**config.mk**
```make
export PLATFORM = sky130hd
export DESIGN_NAME = fp_addsub_pipe
export DESIGN_NICKNAME = d
export VERILOG_FILES = /design/src/rtl/fp_addsub_pkg.sv /design/src/rtl/fp_align_stage.sv /design/src/rtl/fp_norm_stage.sv /design/src/rtl/fp_round_stage.sv /design/src/rtl/fp_addsub_pipe.sv
export SDC_FILE = /design/constraint.sdc
export NUM_CORES = 1
export LEC_CHECK = 0
export ABC_AREA = 1
export CORE_ASPECT_RATIO = 1.25
export CORE_UTILIZATION = 36
export DETAILED_ROUTE_END_ITERATION = 8
export DONT_BUFFER_PORTS = 1
export SLEW_MARGIN = 0
export SYNTH_ARGS = -nofsm -noshare
export SYNTH_HDL_FRONTEND = slang
export SYNTH_SLANG_ARGS = --single-unit
```
**constraint.sdc**
```tcl
create_clock -name clk -period 15.1 [get_ports clk]
set_input_delay 1.51 -clock clk [delete_from_list [all_inputs] [get_ports clk]]
set_output_delay 1.51 -clock clk [all_outputs]
set_load 0.02 [all_outputs]
```
**src/rtl/fp_addsub_pkg.sv**
```systemverilog
// Shared types for the floating-point adder-subtractor.
// Assumes: nothing; pure declarations.
package fp_addsub_pkg;

    // Class of a value travelling down the pipeline.
    typedef enum logic [1:0] {
        FK_NUM  = 2'd0,
        FK_ZERO = 2'd1,
        FK_INF  = 2'd2,
        FK_NAN  = 2'd3
    } fp_kind_e;

    localparam logic [5:0] OPC_ADD = 6'b000000;
    localparam logic [5:0] OPC_SUB = 6'b000001;

    // Guard, round and sticky bits kept below the significand.
    localparam int GRS_W = 3;

endpackage

```
**src/rtl/fp_align_stage.sv**
```systemverilog
// Stage 1: unpacks both operands, flushes subnormals to signed zero,
// classifies the special cases, orders the operands by magnitude and
// shifts the smaller significand right with guard/round/sticky bits.
// Assumes: FRAC_W >= 3 and EXP_W >= 3.
module fp_align_stage
    import fp_addsub_pkg::*;
#(
    parameter int EXP_W  = 8,
    parameter int FRAC_W = 24,
    localparam int W  = EXP_W + FRAC_W,
    localparam int MW = FRAC_W + GRS_W,
    localparam int XW = EXP_W + 2
) (
    input  logic                 clk,
    input  logic                 ce,
    input  logic [W-1:0]         a_i,
    input  logic [W-1:0]         b_i,
    input  logic                 sub_i,
    output fp_kind_e             kind_o,
    output logic                 sign_o,
    output logic                 zsign_o,
    output logic                 effsub_o,
    output logic                 inv_o,
    output logic signed [XW-1:0] exp_o,
    output logic [MW-1:0]        big_o,
    output logic [MW-1:0]        small_o
);

    logic               sa, sb;
    logic [EXP_W-1:0]   ea, eb, e_big, e_sm, diff;
    logic [FRAC_W-2:0]  fa, fb;
    logic               a_nan, a_inf, a_zero, b_nan, b_inf, b_zero;
    logic [FRAC_W-1:0]  ma, mb, m_big, m_sm;
    logic               a_ge;
    logic               s_big;
    logic [MW-1:0]      ext, sh;
    logic               st;
    fp_kind_e           kind_n;
    logic               sign_n, inv_n;

    assign sa     = a_i[W-1];
    assign sb     = b_i[W-1] ^ sub_i;
    assign ea     = a_i[W-2 -: EXP_W];
    assign eb     = b_i[W-2 -: EXP_W];
    assign fa     = a_i[FRAC_W-2:0];
    assign fb     = b_i[FRAC_W-2:0];
    assign a_nan  = (&ea) & (|fa);
    assign a_inf  = (&ea) & ~(|fa);
    assign a_zero = ~(|ea);
    assign b_nan  = (&eb) & (|fb);
    assign b_inf  = (&eb) & ~(|fb);
    assign b_zero = ~(|eb);
    assign ma     = a_zero ? '0 : {1'b1, fa};
    assign mb     = b_zero ? '0 : {1'b1, fb};

    // Magnitude order on {exponent, flushed fraction}; ties keep op_a as big.
    assign a_ge  = {ea, ma} >= {eb, mb};
    assign e_big = a_ge ? ea : eb;
    assign e_sm  = a_ge ? eb : ea;
    assign m_big = a_ge ? ma : mb;
    assign m_sm  = a_ge ? mb : ma;
    assign s_big = a_ge ? sa : sb;
    assign diff  = e_big - e_sm;
    assign ext   = {m_sm, {GRS_W{1'b0}}};

    // Right shift of the smaller significand, folding lost bits into sticky.
    always_comb begin
        if (32'(diff) >= MW) begin
            sh = '0;
            st = |ext;
        end else begin
            sh = ext >> diff;
            st = |(ext & ~({MW{1'b1}} << diff));
        end
    end

    // Special-value classification with NaN taking precedence.
    always_comb begin
        kind_n = FK_NUM;
        sign_n = s_big;
        inv_n  = 1'b0;
        if (a_nan || b_nan) begin
            kind_n = FK_NAN;
        end else if (a_inf && b_inf && (sa != sb)) begin
            kind_n = FK_NAN;
            inv_n  = 1'b1;
        end else if (a_inf) begin
            kind_n = FK_INF;
            sign_n = sa;
        end else if (b_inf) begin
            kind_n = FK_INF;
            sign_n = sb;
        end
    end

    // Stage register, advanced only on enabled edges.
    always_ff @(posedge clk) begin
        if (ce) begin
            kind_o   <= kind_n;
            sign_o   <= sign_n;
            zsign_o  <= sa & sb;
            effsub_o <= sa ^ sb;
            inv_o    <= inv_n;
            exp_o    <= signed'({2'b00, e_big});
            big_o    <= {m_big, {GRS_W{1'b0}}};
            small_o  <= {sh[MW-1:1], sh[0] | st};
        end
    end

endmodule

```
**src/rtl/fp_norm_stage.sv**
```systemverilog
// Stage 2: adds or subtracts the aligned significands and normalizes the
// sum so that its leading one sits in the top bit, adjusting the exponent.
// Assumes: big_i >= small_i as magnitudes, so the difference is never negative.
module fp_norm_stage
    import fp_addsub_pkg::*;
#(
    parameter int EXP_W  = 8,
    parameter int FRAC_W = 24,
    localparam int MW  = FRAC_W + GRS_W,
    localparam int XW  = EXP_W + 2,
    localparam int LZW = $clog2(MW + 1)
) (
    input  logic                 clk,
    input  logic                 ce,
    input  fp_kind_e             kind_i,
    input  logic                 sign_i,
    input  logic                 zsign_i,
    input  logic                 effsub_i,
    input  logic                 inv_i,
    input  logic signed [XW-1:0] exp_i,
    input  logic [MW-1:0]        big_i,
    input  logic [MW-1:0]        small_i,
    output fp_kind_e             kind_o,
    output logic                 sign_o,
    output logic                 inv_o,
    output logic signed [XW-1:0] exp_o,
    output logic [MW-1:0]        norm_o
);

    logic [MW:0]          sum;
    logic [LZW-1:0]       lz;
    logic [MW-1:0]        norm_n;
    logic signed [XW-1:0] exp_n;
    fp_kind_e             kind_n;
    logic                 sign_n;

    assign sum = effsub_i ? ({1'b0, big_i} - {1'b0, small_i})
                          : ({1'b0, big_i} + {1'b0, small_i});

    // Leading-zero count of the low MW bits of the sum.
    always_comb begin
        lz = '0;
        for (int i = 0; i < MW; i++) begin
            if (sum[i]) lz = LZW'(MW - 1 - i);
        end
    end

    // Normalization: right by one on carry, otherwise left by the zero count.
    always_comb begin
        if (sum[MW]) begin
            norm_n = {sum[MW:2], sum[1] | sum[0]};
            exp_n  = exp_i + XW'(1);
        end else begin
            norm_n = sum[MW-1:0] << lz;
            exp_n  = exp_i - XW'(lz);
        end
    end

    // An exact zero sum of ordinary operands takes the zero-sign rule.
    always_comb begin
        kind_n = kind_i;
        sign_n = sign_i;
        if (kind_i == FK_NUM && sum == '0) begin
            kind_n = FK_ZERO;
            sign_n = zsign_i;
        end
    end

    // Stage register, advanced only on enabled edges.
    always_ff @(posedge clk) begin
        if (ce) begin
            kind_o <= kind_n;
            sign_o <= sign_n;
            inv_o  <= inv_i;
            exp_o  <= exp_n;
            norm_o <= norm_n;
        end
    end

endmodule

```
**src/rtl/fp_round_stage.sv**
```systemverilog
// Stage 3: rounds the normalized significand to nearest-even, then
// resolves overflow, underflow and the special classes into the packed
// result word and its flags.
// Assumes: norm_i has its MSB set whenever kind_i is FK_NUM.
module fp_round_stage
    import fp_addsub_pkg::*;
#(
    parameter int EXP_W  = 8,
    parameter int FRAC_W = 24,
    localparam int W  = EXP_W + FRAC_W,
    localparam int MW = FRAC_W + GRS_W,
    localparam int XW = EXP_W + 2
) (
    input  logic                 clk,
    input  logic                 ce,
    input  fp_kind_e             kind_i,
    input  logic                 sign_i,
    input  logic                 inv_i,
    input  logic signed [XW-1:0] exp_i,
    input  logic [MW-1:0]        norm_i,
    output logic [W-1:0]         res_o,
    output logic                 ovf_o,
    output logic                 unf_o,
    output logic                 inv_o
);

    localparam logic signed [XW-1:0] EMAX = XW'((1 << EXP_W) - 1);
    localparam logic [W-1:0] QNAN = {1'b1, {EXP_W{1'b1}}, 1'b1, {(FRAC_W-2){1'b0}}};

    logic [FRAC_W-1:0]    keep, mant;
    logic                 g, r, s, up;
    logic [FRAC_W:0]      rnd;
    logic signed [XW-1:0] e_r;
    logic [W-1:0]         res_n;
    logic                 ovf_n, unf_n;

    assign keep = norm_i[MW-1:GRS_W];
    assign g    = norm_i[2];
    assign r    = norm_i[1];
    assign s    = norm_i[0];
    assign up   = g & (r | s | keep[0]);
    assign rnd  = {1'b0, keep} + {{FRAC_W{1'b0}}, up};

    // Renormalize after a rounding carry out of the significand.
    always_comb begin
        if (rnd[FRAC_W]) begin
            mant = rnd[FRAC_W:1];
            e_r  = exp_i + XW'(1);
        end else begin
            mant = rnd[FRAC_W-1:0];
            e_r  = exp_i;
        end
    end

    // Final packing with range checks on the rounded exponent.
    always_comb begin
        ovf_n = 1'b0;
        unf_n = 1'b0;
        case (kind_i)
            FK_NAN:  res_n = QNAN;
            FK_INF:  res_n = {sign_i, {EXP_W{1'b1}}, {(FRAC_W-1){1'b0}}};
            FK_ZERO: res_n = {sign_i, {(W-1){1'b0}}};
            default: begin
                if (e_r >= EMAX) begin
                    res_n = {sign_i, {EXP_W{1'b1}}, {(FRAC_W-1){1'b0}}};
                    ovf_n = 1'b1;
                end else if (e_r[XW-1] || e_r == '0) begin
                    res_n = {sign_i, {(W-1){1'b0}}};
                    unf_n = 1'b1;
                end else begin
                    res_n = {sign_i, e_r[EXP_W-1:0], mant[FRAC_W-2:0]};
                end
            end
        endcase
    end

    // Output register, advanced only on enabled edges.
    always_ff @(posedge clk) begin
        if (ce) begin
            res_o <= res_n;
            ovf_o <= ovf_n;
            unf_o <= unf_n;
            inv_o <= inv_i;
        end
    end

endmodule

```
**src/rtl/fp_addsub_pipe.sv**
```systemverilog
// Top: three-stage floating-point adder-subtractor with a valid pipeline,
// ready-for-data output, synchronous active-low clear of the control path
// and a global clock enable.
// Assumes: FRAC_W >= 3 and FRAC_W + 3 < 2^EXP_W; data regs are not reset.
module fp_addsub_pipe
    import fp_addsub_pkg::*;
#(
    parameter int EXP_W  = 8,
    parameter int FRAC_W = 24,
    localparam int W     = EXP_W + FRAC_W,
    localparam int MW    = FRAC_W + GRS_W,
    localparam int XW    = EXP_W + 2,
    localparam int DEPTH = 3
) (
    input  logic         clk,
    input  logic         rst_n,
    input  logic         ce,
    input  logic         in_valid,
    output logic         in_ready,
    input  logic [5:0]   op_code,
    input  logic [W-1:0] op_a,
    input  logic [W-1:0] op_b,
    output logic         res_valid,
    output logic [W-1:0] res,
    output logic         ovf,
    output logic         unf,
    output logic         inv
);

    logic [DEPTH-1:0]     vld_q;
    logic                 rdy_q;
    logic                 sub;

    fp_kind_e             k1, k2;
    logic                 s1, z1, es1, i1, s2, i2;
    logic signed [XW-1:0] x1, x2;
    logic [MW-1:0]        big1, small1, n2;

    assign sub       = (op_code == OPC_SUB);
    assign in_ready  = rdy_q;
    assign res_valid = vld_q[DEPTH-1];

    // Control path: clear wins over enable; valid shifts with each enabled edge.
    always_ff @(posedge clk) begin
        if (!rst_n) begin
            vld_q <= '0;
            rdy_q <= 1'b0;
        end else if (ce) begin
            rdy_q <= 1'b1;
            vld_q <= {vld_q[DEPTH-2:0], in_valid & rdy_q};
        end
    end

    fp_align_stage #(.EXP_W(EXP_W), .FRAC_W(FRAC_W)) u_align (
        .clk(clk), .ce(ce), .a_i(op_a), .b_i(op_b), .sub_i(sub),
        .kind_o(k1), .sign_o(s1), .zsign_o(z1), .effsub_o(es1), .inv_o(i1),
        .exp_o(x1), .big_o(big1), .small_o(small1)
    );

    fp_norm_stage #(.EXP_W(EXP_W), .FRAC_W(FRAC_W)) u_norm (
        .clk(clk), .ce(ce), .kind_i(k1), .sign_i(s1), .zsign_i(z1),
        .effsub_i(es1), .inv_i(i1), .exp_i(x1), .big_i(big1), .small_i(small1),
        .kind_o(k2), .sign_o(s2), .inv_o(i2), .exp_o(x2), .norm_o(n2)
    );

    fp_round_stage #(.EXP_W(EXP_W), .FRAC_W(FRAC_W)) u_round (
        .clk(clk), .ce(ce), .kind_i(k2), .sign_i(s2), .inv_i(i2),
        .exp_i(x2), .norm_i(n2),
        .res_o(res), .ovf_o(ovf), .unf_o(unf), .inv_o(inv)
    );

    AST_CLEAR_QUIET: assert property (@(posedge clk) !rst_n |=> (!in_ready && !res_valid));
    AST_HOLD_WHEN_OFF: assert property (@(posedge clk) disable iff (!rst_n) !ce |=> ($stable(res_valid) && $stable(in_ready) && $stable(res) && $stable({ovf, unf, inv})));
    AST_ONE_FLAG: assert property (@(posedge clk) disable iff (!rst_n) res_valid |-> $onehot0({ovf, unf, inv}));
    AST_OVF_IS_INF: assert property (@(posedge clk) disable iff (!rst_n) (res_valid && ovf) |-> ((&res[W-2 -: EXP_W]) && res[FRAC_W-2:0] == '0));
    AST_UNF_IS_ZERO: assert property (@(posedge clk) disable iff (!rst_n) (res_valid && unf) |-> (res[W-2:0] == '0));
    AST_INV_IS_NAN: assert property (@(posedge clk) disable iff (!rst_n) (res_valid && inv) |-> (res == {1'b1, {EXP_W{1'b1}}, 1'b1, {(FRAC_W-2){1'b0}}}));
    AST_NO_SUBNORMAL: assert property (@(posedge clk) disable iff (!rst_n) res_valid |-> !(res[W-2 -: EXP_W] == '0 && res[FRAC_W-2:0] != '0));

endmodule

```
* Yosys cells after proc, flatten, opt, wreduce, memory -nomap -nowiden
Index checks and enable logic that the tools add are counted.
** Storage, ports and cells
- Word-level logic and storage cells :: 131
- Flip-flop bits (word level) :: 145
- Output and inout port bits :: 37
** Operators by class
- Equality and inequality tests :: 5
- Order comparisons :: 3
- Reductions and logical operators :: 20
- Shift-type cells :: 3
- Add/sub/neg operators :: 7
- Multiplexer cells :: 54
- Bitwise gates (word level) :: 17
** Operator list (number)
- 5-bit 2-to-1 mux :: 27
- 24-bit 2-to-1 mux :: 4
- 32-bit case mux with 3 select lines :: 1
- 31-bit 2-to-1 mux :: 2
- 23-bit OR reduction :: 2
- 32-bit greater-or-equal comparator :: 1
- 27-bit by 27-bit adder with 28-bit output :: 1
- 28-bit zero test :: 1
- 28-bit 2-to-1 mux :: 1
- 27-bit by 27-bit subtractor with 28-bit output :: 1
- 27-bit AND :: 1
- 27-bit NOT :: 1
- 27-bit OR reduction :: 1
- 27-bit by 5-bit << shifter with 27-bit output :: 1
- 27-bit by 8-bit << shifter with 27-bit output, first input constant :: 1
- 27-bit by 8-bit right shift with 27-bit output :: 1
- 26-bit 2-to-1 mux :: 1
- 24-bit by 1-bit adder with 25-bit output :: 1
- 24-bit OR reduction :: 1
- 23-bit 2-to-1 mux :: 1
- 10-bit 2-to-1 mux :: 2
- 8-bit 2-to-1 mux :: 2
- 8-bit AND reduction :: 2
- 8-bit OR reduction :: 2
- other kinds (23) :: 50

* Depth between registers and ports, before layout
- Word-level depth :: 31
- Depth in mapped cells :: 41

* By module
From an unflattened synthesis, not the netlist that was laid out.
** Unflattened totals
- Cells, all modules :: 2174
- Area total of the unflattened synthesis :: 14782.9 µm²
** By module, submodules not included
- fp_align_stage :: seq. area each 1951.9 µm², cells an instance 954, instances 1, area each 6334.8 µm²
- fp_norm_stage :: seq. area each 1231.2 µm², cells an instance 866, instances 1, area each 5605.4 µm²
- fp_round_stage :: seq. area each 1051.0 µm², cells an instance 333, instances 1, area each 2686.3 µm²
- fp_addsub_pipe :: seq. area each 80.1 µm², cells an instance 21, instances 1, area each 156.4 µm²

* Worst setup path before layout
Ideal clock, no wire load.
- Path type :: input to register
- Start :: input port op_b[26]
- End :: register u_align.small_o[0] (data pin)
- Data required time :: 14846 ps
- Path buffers :: 4
- Cell stages on the path :: 33
- Library setup time :: 254 ps
- Setup slack :: 9335 ps
- Arrival time :: 5511 ps
- Path through :: inv_1 nand4_1 nor2_1 inv_1 clkbuf_1 clkbuf_1 nand2_1 ha_1 a21oi_1 o21ai_0 nand2_1 o211ai_1 a21oi_1 nand3_2 buf_6 nand2_1 o21a_1 o21ai_2 ha_1 or2_1 a21o_1 xor2_2 nor2_4 inv_2 nor2_2 inv_2 buf_2 nand2_1 nand4_1 nor2_1 nand3b_1 nor2_1 nand2_1
** On the way
- Longest elaborated chain between the ends :: 11
** RTL lines
- from (decl) :: line fp_addsub_pipe.sv:22 : input logic [W-1:0] op_b,
- 8-bit OR reduction :: line fp_align_stage.sv:52 : assign b_zero = ~(|eb);
- 24-bit 2-to-1 mux :: line fp_align_stage.sv:54 : assign mb = b_zero ? '0 : {1'b1, fb};
- 32-bit greater-or-equal comparator :: line fp_align_stage.sv:57 : assign a_ge = {ea, ma} >= {eb, mb};
- 8-bit 2-to-1 mux (on tied branches) :: line fp_align_stage.sv:58, fp_align_stage.sv:59
- 8-bit subtractor :: line fp_align_stage.sv:63 : assign diff = e_big - e_sm;
- 27-bit by 8-bit << shifter with 27-bit output :: line fp_align_stage.sv:73 : st = |(ext & ~({MW{1'b1}} << diff));
- 27-bit NOT :: line fp_align_stage.sv:73
- 27-bit AND :: line fp_align_stage.sv:73
- 27-bit OR reduction :: line fp_align_stage.sv:73
- 1-bit 2-to-1 mux :: line fp_align_stage.sv:68 : if (32'(diff) >= MW) begin
- 1-bit bitwise OR * :: line fp_align_stage.sv:106 : small_o <= {sh[MW-1:1], sh[0] | st};
- to (signal assigned) :: line fp_align_stage.sv:106
- to (decl) :: line fp_align_stage.sv:26 : output logic [MW-1:0] small_o
Mark *: on every way between the ends. The rest lies on a longest branch, timed or not.
A chain may end at the register's enable or synchronous reset.

* Worst setup path in the final report
- Start :: input port op_a[28]
- End :: register u_align.small_o[0] (data pin)
** On the way
- Longest elaborated chain between the ends :: 11
** RTL lines
- from (decl) :: line fp_addsub_pipe.sv:21 : input logic [W-1:0] op_a,
- 8-bit OR reduction :: line fp_align_stage.sv:49 : assign a_zero = ~(|ea);
- 24-bit 2-to-1 mux :: line fp_align_stage.sv:53 : assign ma = a_zero ? '0 : {1'b1, fa};
- 32-bit greater-or-equal comparator :: line fp_align_stage.sv:57
- 8-bit 2-to-1 mux (on tied branches) :: line fp_align_stage.sv:58, fp_align_stage.sv:59
- 8-bit subtractor :: line fp_align_stage.sv:63
- 27-bit by 8-bit << shifter with 27-bit output :: line fp_align_stage.sv:73
- 27-bit NOT :: line fp_align_stage.sv:73
- 27-bit AND :: line fp_align_stage.sv:73
- 27-bit OR reduction :: line fp_align_stage.sv:73
- 1-bit 2-to-1 mux :: line fp_align_stage.sv:68
- 1-bit bitwise OR * :: line fp_align_stage.sv:106
Marks and branches as above.

==> metrics.md <==
| Metric | Value |
|---|---|
| Outcome | `completed` |
| H-tree lvl count | `4` |
| Count of input and output buffers | `0` |
| Synth Instances | `~2200` |
| WP data arrival | `7.17 ns` |
| CTS clk-pin slew, worst paths | `around 0.060 ns` |
| Worst-Margin Slew | `0.934 ns` |
| R2r worst-path depth | `31` |
| Synth warn | `0` |
| DRC violations left | `0` |
| Flop and latch count out of synthesis | `145` |
| First-pass DRT Iterations | `6` |
| GRT Overall Usage | `between 20% and 30%` |
| Crit-path max FO | `32` |
| Synthesized area | `approximately 0.015 mm²` |
| Layout area overhead | `6.24%` |
| Unique cell type count in the Yosys netlist | `66` |
| Ys async rst share | `0%` |
| R2r endpoint | `u_norm.exp_o[8]` |
| Final slew viol count | `0` |
| Starting Density | `36.4%` |
| Seq pwr share | `about 28%` |
| Max-slew headroom | `37.1%` |
| Wire per inst | `18.2 µm` |
| Largest net degree at the start of global routing | `between 100 and 150` |
| Pleak | `7.21 nW` |
| Cts repair resizes | `0` |
| Top_reg_cell synth | `edfxtp_1` |
| Final setup TNS | `0 ns` |
| Clk Latency, worst-skew pair | `0.45 ns` |
| Remaining antenna violation count | `0` |
| R2r setup slk | `8.98 ns` |
| Max Root-Sink Buffers | `2` |
| Num rows | `82` |
| Core Footprint | `0.0400 mm²` |
| CP required | `roughly 15 ns` |
| Fin crit period | `6.98 ns` |
| Largest area contributor in the netlist | `edfxtp_1` |
| Final clock skew | `0.0113 ns` |
| PwrDens | `133 mW/mm²` |
| Worst hold path type | `reg2reg` |
| Post-Synthesis Net Count | `~2300` |
| Final setup viols | `0` |
| Internal | `between 1 and 1.5 mW` |
| WL final | `47900 µm` |
| Largest cells by area after synthesis | `edfxtp_1, nand2_1, nand3_1` |
| Die Y | `227 µm` |
| Crit Path Class | `in2reg` |
| Die width | `182 µm` |
| Die area | `0.0413 mm²` |
| Num CTS Buffers | `17` |
| Routability cong. | `0.950` |
| FF-to-FF Start | `u_align.small_o[0]` |
| Crit start category | `input port` |
| HPWL Detailed | `38300 µm` |
| CTS tree | `done` |
| Syn avg cell area | `about 6.7 µm²` |
| RSZ-0062 raised after global routing | `false` |
| Core Util, Final | `38.7%` |
| Net Sw Power | `approximately 0.95 mW` |
| Clock Power Share | `between 20% and 30%` |
| Hold path depth | `0` |
| Initial antenna violation count | `0` |
| Worst Slack Setup Final | `roughly 8.1 ns` |
| 1st-iter DRT viols | `1125` |
| Endpoint, Worst Hold | `u_norm.inv_o` |
| Max Cap Viol | `0` |
| Sw Ratio | `46.3%` |
| # IOs | `~110` |
| CTS Sinks | `roughly 150` |
| Number of enable flip-flop cells after synthesis | `141` |
| Hold Vio Cnt, Final | `0` |
| Antenna diodes | `0` |
| Clock root cell | `clkbuf_16` |
| Crit. End Element | `flop` |
| Routed vias | `14600` |
| Final period util | `~46%` |
| Hold_sp | `u_align.inv_o` |
| Register area share after synthesis | `29.6%` |
| First-pass GRT wire length | `about 75000 µm` |
| Vias in the first global route | `14000` |
| Peak VDD IR | `0.0000934 V` |
| Post-CTS Setup Inserts | `0` |
| Vias per cell | `around 5.5` |
| Hold buffer count at CTS | `0` |
| Synth top area share | `29.0%` |
| Share of cells above drive strength 1 | `approximately 5%` |
| Max Freq | `143 MHz` |
| Nets | `around 2300` |
| Pre-CTS setup slack | `approximately 7.7 ns` |
| Logic pwr share | `approximately half` |
| Grt total ovfl | `0` |
==> layout make-up <==
type	count	area [µm²]
fillers	4267	24500
multi-input cells	1652	8770
flip-flops and latches	145	4310
inverters	292	1100
well taps	504	631
clock buffers	24	492
clock inverters	8	104
repair buffers	10	75.1
==> per-layer routing <==
layer | part of all wire (%) | vias to the layer above | global-route usage (%)
met5 | 0 | - | 0
met2 | 52 | 459 | 44.5
met3 | 3.4 | 118 | 2.37
met4 | 5.3 | 0 | 13.4
li1 | - | 7255 | -
met1 | 39 | 6785 | 25.2
==> state kept, by name, summed over array words and instances (netlist names), 2 cells and up <==
signal	count
u_align.big_o	24
u_align.exp_o	8
u_align.kind_o	2
u_align.small_o	27
u_norm.exp_o	10
u_norm.kind_o	2
u_norm.norm_o	27
u_round.res_o	32
vld_q	3
==> Yosys cell counts (9+ instances only) <==
library cell and n:
nand2_1 546, nand3_1 329, inv_1 277, nor2_1 152
edfxtp_1 141, a21oi_1 106, o21ai_0 105, ha_1 91
clkbuf_1 43, nand4_1 40, o22ai_1 36, nor3_1 35
xor2_1 28, o21ai_1 23, buf_2 22, nor4_1 20
inv_2 12, nand3_2 11, o211ai_1 11, nand2_2 10
xnor2_1 10, a31oi_1 9, buf_1 9
==> cells in the final DEF, fill, tap and decap left out, types with 3 or more instances in the layout <==
cell type	synthesis	layout
nand2_1	546	546
nand3_1	329	329
inv_1	277	277
nor2_1	152	152
edfxtp_1	141	141
a21oi_1	106	106
o21ai_0	105	105
ha_1	91	91
nand4_1	40	40
o22ai_1	36	36
nor3_1	35	35
xor2_1	28	27
o21ai_1	23	23
nor4_1	20	20
clkbuf_16	0	17
inv_2	12	12
o211ai_1	11	11
nand3_2	11	11
xnor2_1	10	10
nand2_2	10	10
buf_4	2	10
a31oi_1	9	9
or2_2	8	8
a211oi_1	7	7
nor2_2	6	6
a21o_1	6	6
o21a_1	4	4
nand3b_1	4	4
o21bai_1	4	4
or2_1	4	4
o31ai_1	4	4
clkbuf_8	0	4
clkinvlp_4	0	4
dfxtp_1	4	4
a221oi_1	3	3
nand2_4	3	3
xor2_2	2	3
a21boi_0	3	3
clkbuf_1	43	3
==> cells by family after synthesis <==
kind of cell               share of synthesized area (%)
xor gates and xnor gates                            2.51
adders and majority gates                           8.09
buffers and inverters                               10.3
and+or+nand+nor                                     36.1
AOI/OAI and AO/OA                                   13.3
DFF                                                 29.6
muxes                                             0.0773
==> worst max-delay path, stage by stage <==
cell and delay [ns]:
nor4_1 0.27, nand2_1 0.17, inv_1 0.62, nor2_1 0.13
ha_1 0.34, nand2_1 0.06, nor2_1 0.12, nand4_1 0.10
nor2_1 0.24, nand4_1 0.23, nand3_2 0.38, inv_2 0.32
o21ai_1 0.29, nand3_2 0.16, xor2_2 0.15, buf_4 0.26
inv_2 0.27, nor2_1 0.58, o21ai_0 0.24, nand2_1 0.10
nand4_1 0.16, nor2_1 0.13, nand3b_1 0.09, nor2_1 0.14
nand2_1 0.08
==> worst max-delay path by stage <==
| stage | from | to | slack, ns | cells after the start |
|---|---|---|---|---|
| global placement | op_a[28] | u_align.small_o[0] | 7.78 | 25 |
| CTS | op_a[28] | u_align.small_o[0] | 8.19 | 25 |
| global route | op_a[28] | u_align.small_o[0] | 7.53 | 25 |
| detailed placement | op_a[28] | u_align.small_o[0] | 7.72 | 25 |
| floorplan | op_b[26] | u_align.small_o[0] | 9.34 | 33 |
| finish | op_a[28] | u_align.small_o[0] | 8.12 | 25 |
==> power by group through the flow <==
stage	registers, mW	clock network, mW	logic, mW
after detailed placement	0.591	0	1.03
after CTS	0.583	0.428	1.04
after global routing	0.590	0.444	1.18
after global placement	0.589	0	1.03
final	0.583	0.421	1.06
after floorplan	0.577	0	0.797
==> through the flow <==
| step | hold WS, ns | cell area, µm² | cells | total power, mW |
|---|---|---|---|---|
| 2_1_floorplan | 0.400 | 14600 | 2172 | 1.37 |
| 3_3_place_gp | 0.409 | 14900 | 2603 | 1.62 |
| 3_5_place_dp | 0.413 | 14900 | 2603 | 1.62 |
| 4_1_cts | 0.427 | 15500 | 2635 | 2.05 |
| 5_1_grt | 0.449 | 15500 | 2635 | 2.21 |
| 6_report | 0.423 | 15500 | 2635 | 2.06 |
Power figures use the tool's default switching activity.
